`config.mk`:
```
export PLATFORM = sky130hd
export DESIGN_NAME = link_beat_monitor
export DESIGN_NICKNAME = d
export VERILOG_FILES = /design/src/rtl/lbm_pkg.sv /design/src/rtl/lbm_tx_pulser.sv /design/src/rtl/lbm_rx_qualifier.sv /design/src/rtl/lbm_silence_timer.sv /design/src/rtl/lbm_led_fsm.sv /design/src/rtl/link_beat_monitor.sv
export SDC_FILE = /design/constraint.sdc
export NUM_CORES = 1
export LEC_CHECK = 0
export BUFFER_PORTS_ARGS = -buffer_cell sky130_fd_sc_hd__buf_2
export CAP_MARGIN = 20
export CORE_AREA = 3 3 98 100
export CTS_CLUSTER_DIAMETER = 60
export DETAILED_ROUTE_END_ITERATION = 12
export DIE_AREA = 0 0 101 103
export GPL_ROUTABILITY_DRIVEN = 0
export PLACE_DENSITY = 0.5
export SYNTH_ARGS = -nofsm -noshare
export SYNTH_HDL_FRONTEND = slang
export SYNTH_SLANG_ARGS = --single-unit
export TNS_END_PERCENT = 100
```
`constraint.sdc`:
```
create_clock -name clk -period 2.65 [get_ports clk]
set_input_delay 0.6625 -clock clk [delete_from_list [all_inputs] [get_ports clk]]
set_output_delay 0.6625 -clock clk [all_outputs]
set_load 0.03 [all_outputs]
```
`src/rtl/lbm_pkg.sv`:
```
package lbm_pkg;

    typedef enum logic [1:0] {
        TP_BUSY  = 2'd0,
        TP_COUNT = 2'd1,
        TP_FIRE  = 2'd2
    } tp_state_e;

    typedef enum logic [1:0] {
        RQ_LOW  = 2'd0,
        RQ_HIGH = 2'd1,
        RQ_LONG = 2'd2
    } rq_state_e;

    typedef enum logic [1:0] {
        LK_DOWN  = 2'd0,
        LK_IDLE  = 2'd1,
        LK_BLINK = 2'd2
    } lk_state_e;

endpackage

```
`src/rtl/lbm_tx_pulser.sv`:
```
module lbm_tx_pulser
    import lbm_pkg::*;
#(
    parameter int unsigned INTERVAL = 160000
) (
    input  logic clk,
    input  logic rst_n,
    input  logic tx_en,
    output logic pulse
);
    localparam int unsigned CW = $clog2(INTERVAL + 1);
    localparam logic [CW-1:0] LAST = CW'(INTERVAL - 2);

    tp_state_e     state, nxt;
    logic [CW-1:0] cnt, cnt_nxt;

    // state register
    always_ff @(posedge clk or negedge rst_n) begin
        if (!rst_n) begin
            state <= TP_BUSY;
            cnt   <= '0;
        end else begin
            state <= nxt;
            cnt   <= cnt_nxt;
        end
    end

    // next state
    always_comb begin
        nxt     = state;
        cnt_nxt = cnt;
        if (tx_en) begin
            nxt     = TP_BUSY;
            cnt_nxt = '0;
        end else begin
            unique case (state)
                TP_BUSY: begin
                    nxt     = TP_COUNT;
                    cnt_nxt = '0;
                end
                TP_COUNT: begin
                    if (cnt == LAST) begin
                        nxt     = TP_FIRE;
                        cnt_nxt = '0;
                    end else begin
                        cnt_nxt = cnt + 1'b1;
                    end
                end
                TP_FIRE: begin
                    nxt     = TP_COUNT;
                    cnt_nxt = '0;
                end
                default: nxt = TP_BUSY;
            endcase
        end
    end

    // outputs
    always_comb begin
        unique case (state)
            TP_FIRE: pulse = 1'b1;
            default: pulse = 1'b0;
        endcase
    end

endmodule

```
`src/rtl/lbm_rx_qualifier.sv`:
```
module lbm_rx_qualifier
    import lbm_pkg::*;
#(
    parameter int unsigned MIN_W = 1,
    parameter int unsigned MAX_W = 2
) (
    input  logic clk,
    input  logic rst_n,
    input  logic rx_level,
    output logic beat
);
    localparam int unsigned CW = $clog2(MAX_W + 1);
    localparam logic [CW-1:0] WMIN = CW'(MIN_W);
    localparam logic [CW-1:0] WMAX = CW'(MAX_W);

    rq_state_e     state, nxt;
    logic [CW-1:0] width, width_nxt;
    logic          lvl_q;

    // state register
    always_ff @(posedge clk or negedge rst_n) begin
        if (!rst_n) begin
            state <= RQ_LOW;
            width <= '0;
            lvl_q <= 1'b0;
        end else begin
            state <= nxt;
            width <= width_nxt;
            lvl_q <= rx_level;
        end
    end

    // next state
    always_comb begin
        nxt       = state;
        width_nxt = width;
        unique case (state)
            RQ_LOW: begin
                if (lvl_q) begin
                    nxt       = RQ_HIGH;
                    width_nxt = CW'(1);
                end
            end
            RQ_HIGH: begin
                if (!lvl_q) begin
                    nxt = RQ_LOW;
                end else if (width == WMAX) begin
                    nxt = RQ_LONG;
                end else begin
                    width_nxt = width + 1'b1;
                end
            end
            RQ_LONG: begin
                if (!lvl_q) nxt = RQ_LOW;
            end
            default: nxt = RQ_LOW;
        endcase
    end

    // outputs: one-cycle beat strobe on the falling edge of an in-window pulse
    always_ff @(posedge clk or negedge rst_n) begin
        if (!rst_n) begin
            beat <= 1'b0;
        end else begin
            unique case (state)
                RQ_HIGH: beat <= !lvl_q && (width >= WMIN);
                default: beat <= 1'b0;
            endcase
        end
    end

endmodule

```
`src/rtl/lbm_silence_timer.sv`:
```
module lbm_silence_timer #(
    parameter int unsigned LIMIT = 1000000
) (
    input  logic clk,
    input  logic rst_n,
    input  logic beat,
    input  logic rx_valid,
    output logic expired
);
    localparam int unsigned CW = $clog2(LIMIT + 1);
    localparam logic [CW-1:0] TOP = CW'(LIMIT);

    logic [CW-1:0] cnt;

    // counts cycles without evidence of link, saturating at the limit
    always_ff @(posedge clk or negedge rst_n) begin
        if (!rst_n) begin
            cnt <= '0;
        end else if (beat || rx_valid) begin
            cnt <= '0;
        end else if (cnt != TOP) begin
            cnt <= cnt + 1'b1;
        end
    end

    assign expired = (cnt == TOP);

endmodule

```
`src/rtl/lbm_led_fsm.sv`:
```
module lbm_led_fsm
    import lbm_pkg::*;
#(
    parameter int unsigned BLINK_LEN = 500000
) (
    input  logic clk,
    input  logic rst_n,
    input  logic beat,
    input  logic rx_valid,
    input  logic expired,
    output logic led_oe,
    output logic led_drv
);
    localparam int unsigned CW = $clog2(BLINK_LEN + 1);
    localparam logic [CW-1:0] BLAST = CW'(BLINK_LEN - 1);

    lk_state_e     state, nxt;
    logic [CW-1:0] bcnt;
    logic          rv_q;
    logic          rise;
    logic          restart;
    logic          silent;

    assign rise   = rx_valid && !rv_q;
    assign silent = expired && !rx_valid && !beat;

    // state register
    always_ff @(posedge clk or negedge rst_n) begin
        if (!rst_n) begin
            state <= LK_DOWN;
            rv_q  <= 1'b0;
            bcnt  <= '0;
        end else begin
            state <= nxt;
            rv_q  <= rx_valid;
            if (restart) begin
                bcnt <= '0;
            end else if (state == LK_BLINK) begin
                bcnt <= bcnt + 1'b1;
            end
        end
    end

    // next state: activity, acquire, retrigger, blink-done, timeout
    always_comb begin
        nxt     = state;
        restart = 1'b0;
        unique case (state)
            LK_DOWN: begin
                if (rise) begin
                    nxt     = LK_BLINK;
                    restart = 1'b1;
                end else if (beat || rx_valid) begin
                    nxt = LK_IDLE;
                end
            end
            LK_IDLE: begin
                if (rise) begin
                    nxt     = LK_BLINK;
                    restart = 1'b1;
                end else if (silent) begin
                    nxt = LK_DOWN;
                end
            end
            LK_BLINK: begin
                if (rise) begin
                    restart = 1'b1;
                end else if (silent) begin
                    nxt = LK_DOWN;
                end else if (bcnt == BLAST) begin
                    nxt = LK_IDLE;
                end
            end
            default: nxt = LK_DOWN;
        endcase
    end

    // outputs
    always_comb begin
        unique case (state)
            LK_IDLE:  begin led_oe = 1'b1; led_drv = 1'b0; end
            LK_BLINK: begin led_oe = 1'b1; led_drv = 1'b1; end
            default:  begin led_oe = 1'b0; led_drv = 1'b0; end
        endcase
    end

endmodule

```
`src/rtl/link_beat_monitor.sv`:
```
module link_beat_monitor #(
    parameter int unsigned TX_INTERVAL = 160000,
    parameter int unsigned FAIL_LIMIT  = 1000000,
    parameter int unsigned BLINK_LEN   = 500000,
    parameter int unsigned MIN_W       = 1,
    parameter int unsigned MAX_W       = 2
) (
    input  logic clk,
    input  logic rst_n,
    input  logic tx_en,
    input  logic rx_level,
    input  logic rx_valid,
    output logic link_pulse,
    output logic led_oe,
    output logic led_drv
);
    logic beat;
    logic expired;

    lbm_tx_pulser #(
        .INTERVAL (TX_INTERVAL)
    ) u_tx (
        .clk   (clk),
        .rst_n (rst_n),
        .tx_en (tx_en),
        .pulse (link_pulse)
    );

    lbm_rx_qualifier #(
        .MIN_W (MIN_W),
        .MAX_W (MAX_W)
    ) u_rx (
        .clk      (clk),
        .rst_n    (rst_n),
        .rx_level (rx_level),
        .beat     (beat)
    );

    lbm_silence_timer #(
        .LIMIT (FAIL_LIMIT)
    ) u_tmr (
        .clk      (clk),
        .rst_n    (rst_n),
        .beat     (beat),
        .rx_valid (rx_valid),
        .expired  (expired)
    );

    lbm_led_fsm #(
        .BLINK_LEN (BLINK_LEN)
    ) u_led (
        .clk      (clk),
        .rst_n    (rst_n),
        .beat     (beat),
        .rx_valid (rx_valid),
        .expired  (expired),
        .led_oe   (led_oe),
        .led_drv  (led_drv)
    );

endmodule

```
-- Word level (Yosys, flattened, before mapping)
Cells that the tools add are included.
- register bits: 68
- output and inout port bits: 3
- bits of input ports: 5
- multiplexer cells: 32
- eq/ne operators: 21
- order comparisons: 1
- add/sub/neg operators: 4
- reductions and logical operators: 22
- operator list (kind ; number):
    two-way mux 20 bit ; 2
    two-way mux 19 bit ; 2
    two-way mux 18 bit ; 2
    one-hot mux 18 bit (2 select lines) ; 1
    two-way mux 2 bit ; 15
    adder 20 x 1 -> 20 bit, second input constant ; 1
    equality test 20 bit, second input constant ; 1
    != test 20 bit, second input constant ; 1
    adder 19 x 1 -> 19 bit, second input constant ; 1
    equality test 19 bit, second input constant ; 1
    adder 18 x 1 -> 18 bit, second input constant ; 1
    equality test 18 bit, second input constant ; 1
    one-hot mux 2 bit (3 select lines) ; 2
    equality test 2 bit, second input constant ; 4
    one-hot mux 2 bit (2 select lines) ; 2
    AND reduction 4 bit ; 2
    equality test 2 x 1 -> 1 bit, second input constant ; 3
    zero test 2 bit ; 3
    two-way mux 1 bit ; 6
    != test 2 bit, second input constant ; 3
    != test 3 x 1 -> 1 bit, second input constant ; 2
    != test 3 x 2 -> 1 bit, second input constant ; 2
    nonzero test 2 bit ; 3
    logical AND 1 bit ; 4
    other kinds (10) ; 15

-- Longest topological paths before layout
- depth in word-level cells: 6
- gate-level depth with buffers: 8

-- By module
Synthesis repeated with hierarchy kept, for this count alone.
- cell total of the unflattened synthesis: 376
- area total of the unflattened synthesis: 3626.0 µm²
- modules (own cells, without submodules) (module ; cells an instance ; area each (µm²) ; seq. area each (µm²) ; instances):
    lbm_led_fsm ; 127 ; 1204.9 ; 550.5 ; 1
    lbm_silence_timer ; 116 ; 1103.6 ; 500.5 ; 1
    lbm_tx_pulser ; 111 ; 1049.8 ; 500.5 ; 1
    lbm_rx_qualifier ; 22 ; 267.8 ; 150.1 ; 1

-- Least setup slack after synthesis
Ideal clock, no wire load.
- path kind: flip-flop to flip-flop
- start: reg u_led.state[0]
- end: reg u_led.state[0]
- cell stages (with the launch flop): 9
- slack: 0.538 ns
- setup time: 0.125 ns
- data arrival time: 1.987 ns
- buffers on the path: 1
- cell sequence: dfrtp_1 inv_1 ha_1 buf_2 mux2i_1 and2_1 o2111ai_1 o221a_2 mux2_4
- cells in the longest elaborated chain, start to end: 3
- elaborated cells on any way between the ends: 9
- classes of those cells: eq/ne (6); mux (1); reduce/logical (2)
- RTL lines (element ; RTL line ; source):
    from (decl) ; lbm_led_fsm.sv:17 ; lk_state_e state, nxt;
    from (signal assigned) ; lbm_led_fsm.sv:34 ; state <= nxt;
    equality test 2 bit (tied with other cells) ; lbm_led_fsm.sv:48 ; unique case (state)
    != test 3 x 2 -> 1 bit (no line) (tied with other cells) ; n/a ;
    AND reduction 4 bit (no line) ; n/a ;
Several ways; a longest one is shown, not always the timed one.
A chain may end at the register's enable or synchronous reset.

-- Final worst setup path
- start: reg u_led.state[0]
- end: out led_drv
- cells in the longest elaborated chain, start to end: 2
- RTL lines (element ; RTL line ; source):
    equality test 2 bit ; lbm_led_fsm.sv:80 ; unique case (state)
    two-way mux 1 bit ; lbm_led_fsm.sv:80 ;
    to (decl) ; link_beat_monitor.sv:15 ; output logic led_drv
No other way between the ends.

==> flow_metrics.py <==
metrics = {
    "run_status": {
        "outcome": "finished clean",
    },
    "worst_setup_path": {
        "cp_max_fo": 11,
        "slowest_stage": "dfrtp_1",
        "path_class": "reg -> out",
        "slowest_delay_ps": 420,
        "crit_chain": "inv_1 -> ha_1 -> buf_2",
        "r2r_cells": 7,
        "crit_start": "u_led.state[0]$_DFFE_PN0P_",
        "start_kind": "flop",
        "crit_arrival_ps": 1530,
        "endpoint_kind": "primary output",
        "cp_data_required_time_ps": 1990,
        "r2r_start": "u_led.state[0]$_DFFE_PN0P_",
    },
    "clock_tree": {
        "clock_latency_ps": 330,
        "cts_setup_buffers": 0,
        "cts_tree": "built",
        "cts_root_buf": "clkbuf_8",
        "clk_path_buf_depth": 2,
        "clk_pin_slew_worst_paths_ps": 80,
        "ctsHtreeMaxLevel": 3,
        "numClockSinks": 68,
        "cts_buffers": 9,
        "cts_resized": 0,
        "hold_buffers": 0,
    },
    "synthesis": {
        "synth_cells": 348,
        "synth_mux_area_share_pct": 1.90,
        "yosys.area_share.adder_pct": 4.01,
        "synth_top_area_share_pct": 49.6,
        "yosysTopAreaCell": "dfrtp_1",
        "synth_xor_area_share_pct": 12.8,
        "synth-seq-cells": 68,
        "async_flop_share_pct": 100,
        "synthTopCellsByCount": "dfrtp_1, nor2_1, xor2_1",
        "synth_compound_area_share_pct": 3.21,
        "synth_top_family_by_area": "simple AND/OR/NAND/NOR gates",
        "avgSynthCellArea_um2": 9.87,
        "ys_types": 42,
        "synth_nets": 364,
        "synth_seq_area_share_pct": 49.6,
        "synthFlopType": "dfrtp_1",
        "syn_area_um2": 3430,
        "synth-simple-area-share_pct": 26.7,
        "synth_most_common_cell": "dfrtp_1",
        "yosys-top-cells-area": "dfrtp_1, xor2_1, nor2_1",
        "synth-warning-count": 0,
        "synth_edf_count": 0,
    },
    "grt": {
        "grt_antenna_before_repair": 0,
        "grt_pass1_wl_mm": 11.3,
        "grt_pass1_vias": 2478,
        "grt_max_degree": 43,
        "track_usage_pct": 13.6,
        "overflow": 0,
    },
    "floorplan": {
        "die_width_um": 101,
        "core_um2": 8760,
        "die_area_um2": 10400,
        "start_util_pct": 39.2,
        "io_pins": 8,
        "rows": 34,
        "dieHeight_um": 103,
    },
    "timing": {
        "fmax_ghz": 0.457,
        "fin_setup_tns_ps": 0,
        "fin_ws_ps": 461,
        "relSlewSlack_pct": 56.0,
        "post-route-period-util_pct": 82.6,
        "rsz0062_at_grt": "no",
        "period_minus_slack_ps": 2190,
        "finalMaxSlewViolations": 0,
        "worst-slew-pin-transition_ps": 654,
        "holdWs_ps": 348,
        "skew_ps": 11.1,
        "setup_viol": 0,
        "final-hold-violation-count": 0,
    },
    "route": {
        "drtIter0Drc": 40,
        "vias": 2387,
        "totalWireLength_mm": 6.33,
        "drc": 0,
        "wl_per_cell_um": 13.3,
        "first_pass_iters": 4,
        "viasPerCell": 5.01,
        "drtAntennaViolNets": 0,
    },
    "finish": {
        "diodes": 0,
        "seqCellArea_um2": 1700,
        "fin_nets": 379,
        "n_fill_cell": 861,
        "drive_above_1_share_pct": 7.61,
        "areaGrowthSynthToFinish_pct": 11.2,
        "stdcell_area_um2": 3820,
        "multi_input_area_um2": 1670,
    },
    "flow_run": {
        "max_cap_viol_count": 0,
    },
    "placement": {
        "dp_hpwl_mm": 4.31,
        "io_buffers": 7,
        "dp_slack_ps": 582,
        "placed_area_um2": 3610,
    },
    "min_path": {
        "hold_class": "in -> async",
    },
    "pwr": {
        "p_leak_nw": 1.68,
        "peakVddDrop_uv": 234,
        "finalPower_mw": 2.37,
        "power_density_nw_per_um2": 621,
    },
}
==> sequential cells by signal (all words and copies together), names as in the netlist <==
register and cells:
u_led.bcnt 19, u_led.rv_q 1, u_led.state 2, u_rx.beat 1
u_rx.lvl_q 1, u_rx.state 2, u_rx.width 2, u_tmr.cnt 20
u_tx.cnt 18, u_tx.state 2
==> worst paths after layout <==
check | to | slack (ps)
setup / recovery | led_drv | 460
hold / removal | u_led.bcnt[11]$_DFFE_PN0P_ | 350
setup reg to reg | u_led.state[0]$_DFFE_PN0P_ | 590
hold reg to reg | u_rx.beat$_DFF_PN0_ | 470
max in group asynchronous | u_tmr.cnt[19]$_DFFE_PN0P_ | 1630
min in group clk | u_rx.lvl_q$_DFF_PN0_ | 440
==> critical path, delay by kind of cell, from the launching register on <==
kind	cells	cell delay [ps]
adders and majority gates	1	400
buffers and inverters	2	370
DFF	1	420
==> logic make-up (layout without fill, tap and decap cells) <==
family | count (synthesis) | in the layout
and+or+nand+nor | 180 | 180
DFF | 68 | 68
xor gates and xnor gates | 50 | 50
buffers and inverters | 17 | 37
AOI/OAI and AO/OA | 16 | 16
adders and majority gates | 11 | 11
muxes | 6 | 6
==> cell type report <==
cell class	instances	area share, %
Sequential cell	68	44.6
Multi-Input combinational cell	263	43.7
Clock buffer	12	4.06
Tap cell	108	3.54
Timing Repair Buffer	10	1.84
Clock inverter	4	1.25
Inverter	11	1.08
==> where the power goes <==
part,internal (mW),total [mW],switching [mW]
clock network,0.484,0.884,0.400
logic,0.143,0.347,0.204
registers,1.09,1.14,0.0506
total,1.72,2.37,0.655
==> placed cells by master (no fill, tap or decap), types with 2 or more instances in the layout <==
| master | n |
|---|---|
| nor3_1 | 9 |
| and3b_1 | 2 |
| and4_1 | 3 |
| buf_4 | 2 |
| nand2b_1 | 4 |
| xnor2_1 | 13 |
| inv_1 | 11 |
| ha_1 | 11 |
| xor2_1 | 37 |
| nor2b_1 | 6 |
| o21ai_0 | 4 |
| and3_1 | 8 |
| or4b_1 | 2 |
| nor4_1 | 8 |
| a21oi_1 | 3 |
| dfrtp_1 | 68 |
| nor2_1 | 65 |
| nand4_1 | 18 |
| clkbuf_8 | 11 |
| nand3_1 | 21 |
| nor4bb_1 | 2 |
| clkinv_2 | 2 |
| mux2i_1 | 5 |
| nand2_1 | 22 |
| buf_2 | 7 |
| nand3b_1 | 2 |
==> per-layer routing <==
layer  GRT usage (%)  wire (um)
met5               0          0
met3            2.71        138
met1            18.4       3280
met2            21.4       2880
met4            5.52         38
==> through the flow <==
| step | cells | util (%) |
|---|---|---|
| floorplan | 348 | - |
| global placement | 460 | 41.2 |
| detailed placement | 460 | 41.2 |
| CTS | 476 | 43.6 |
| global route | 476 | 43.6 |
| finish | 476 | 43.6 |
Note: power is estimated with default switching activity, not from simulation.
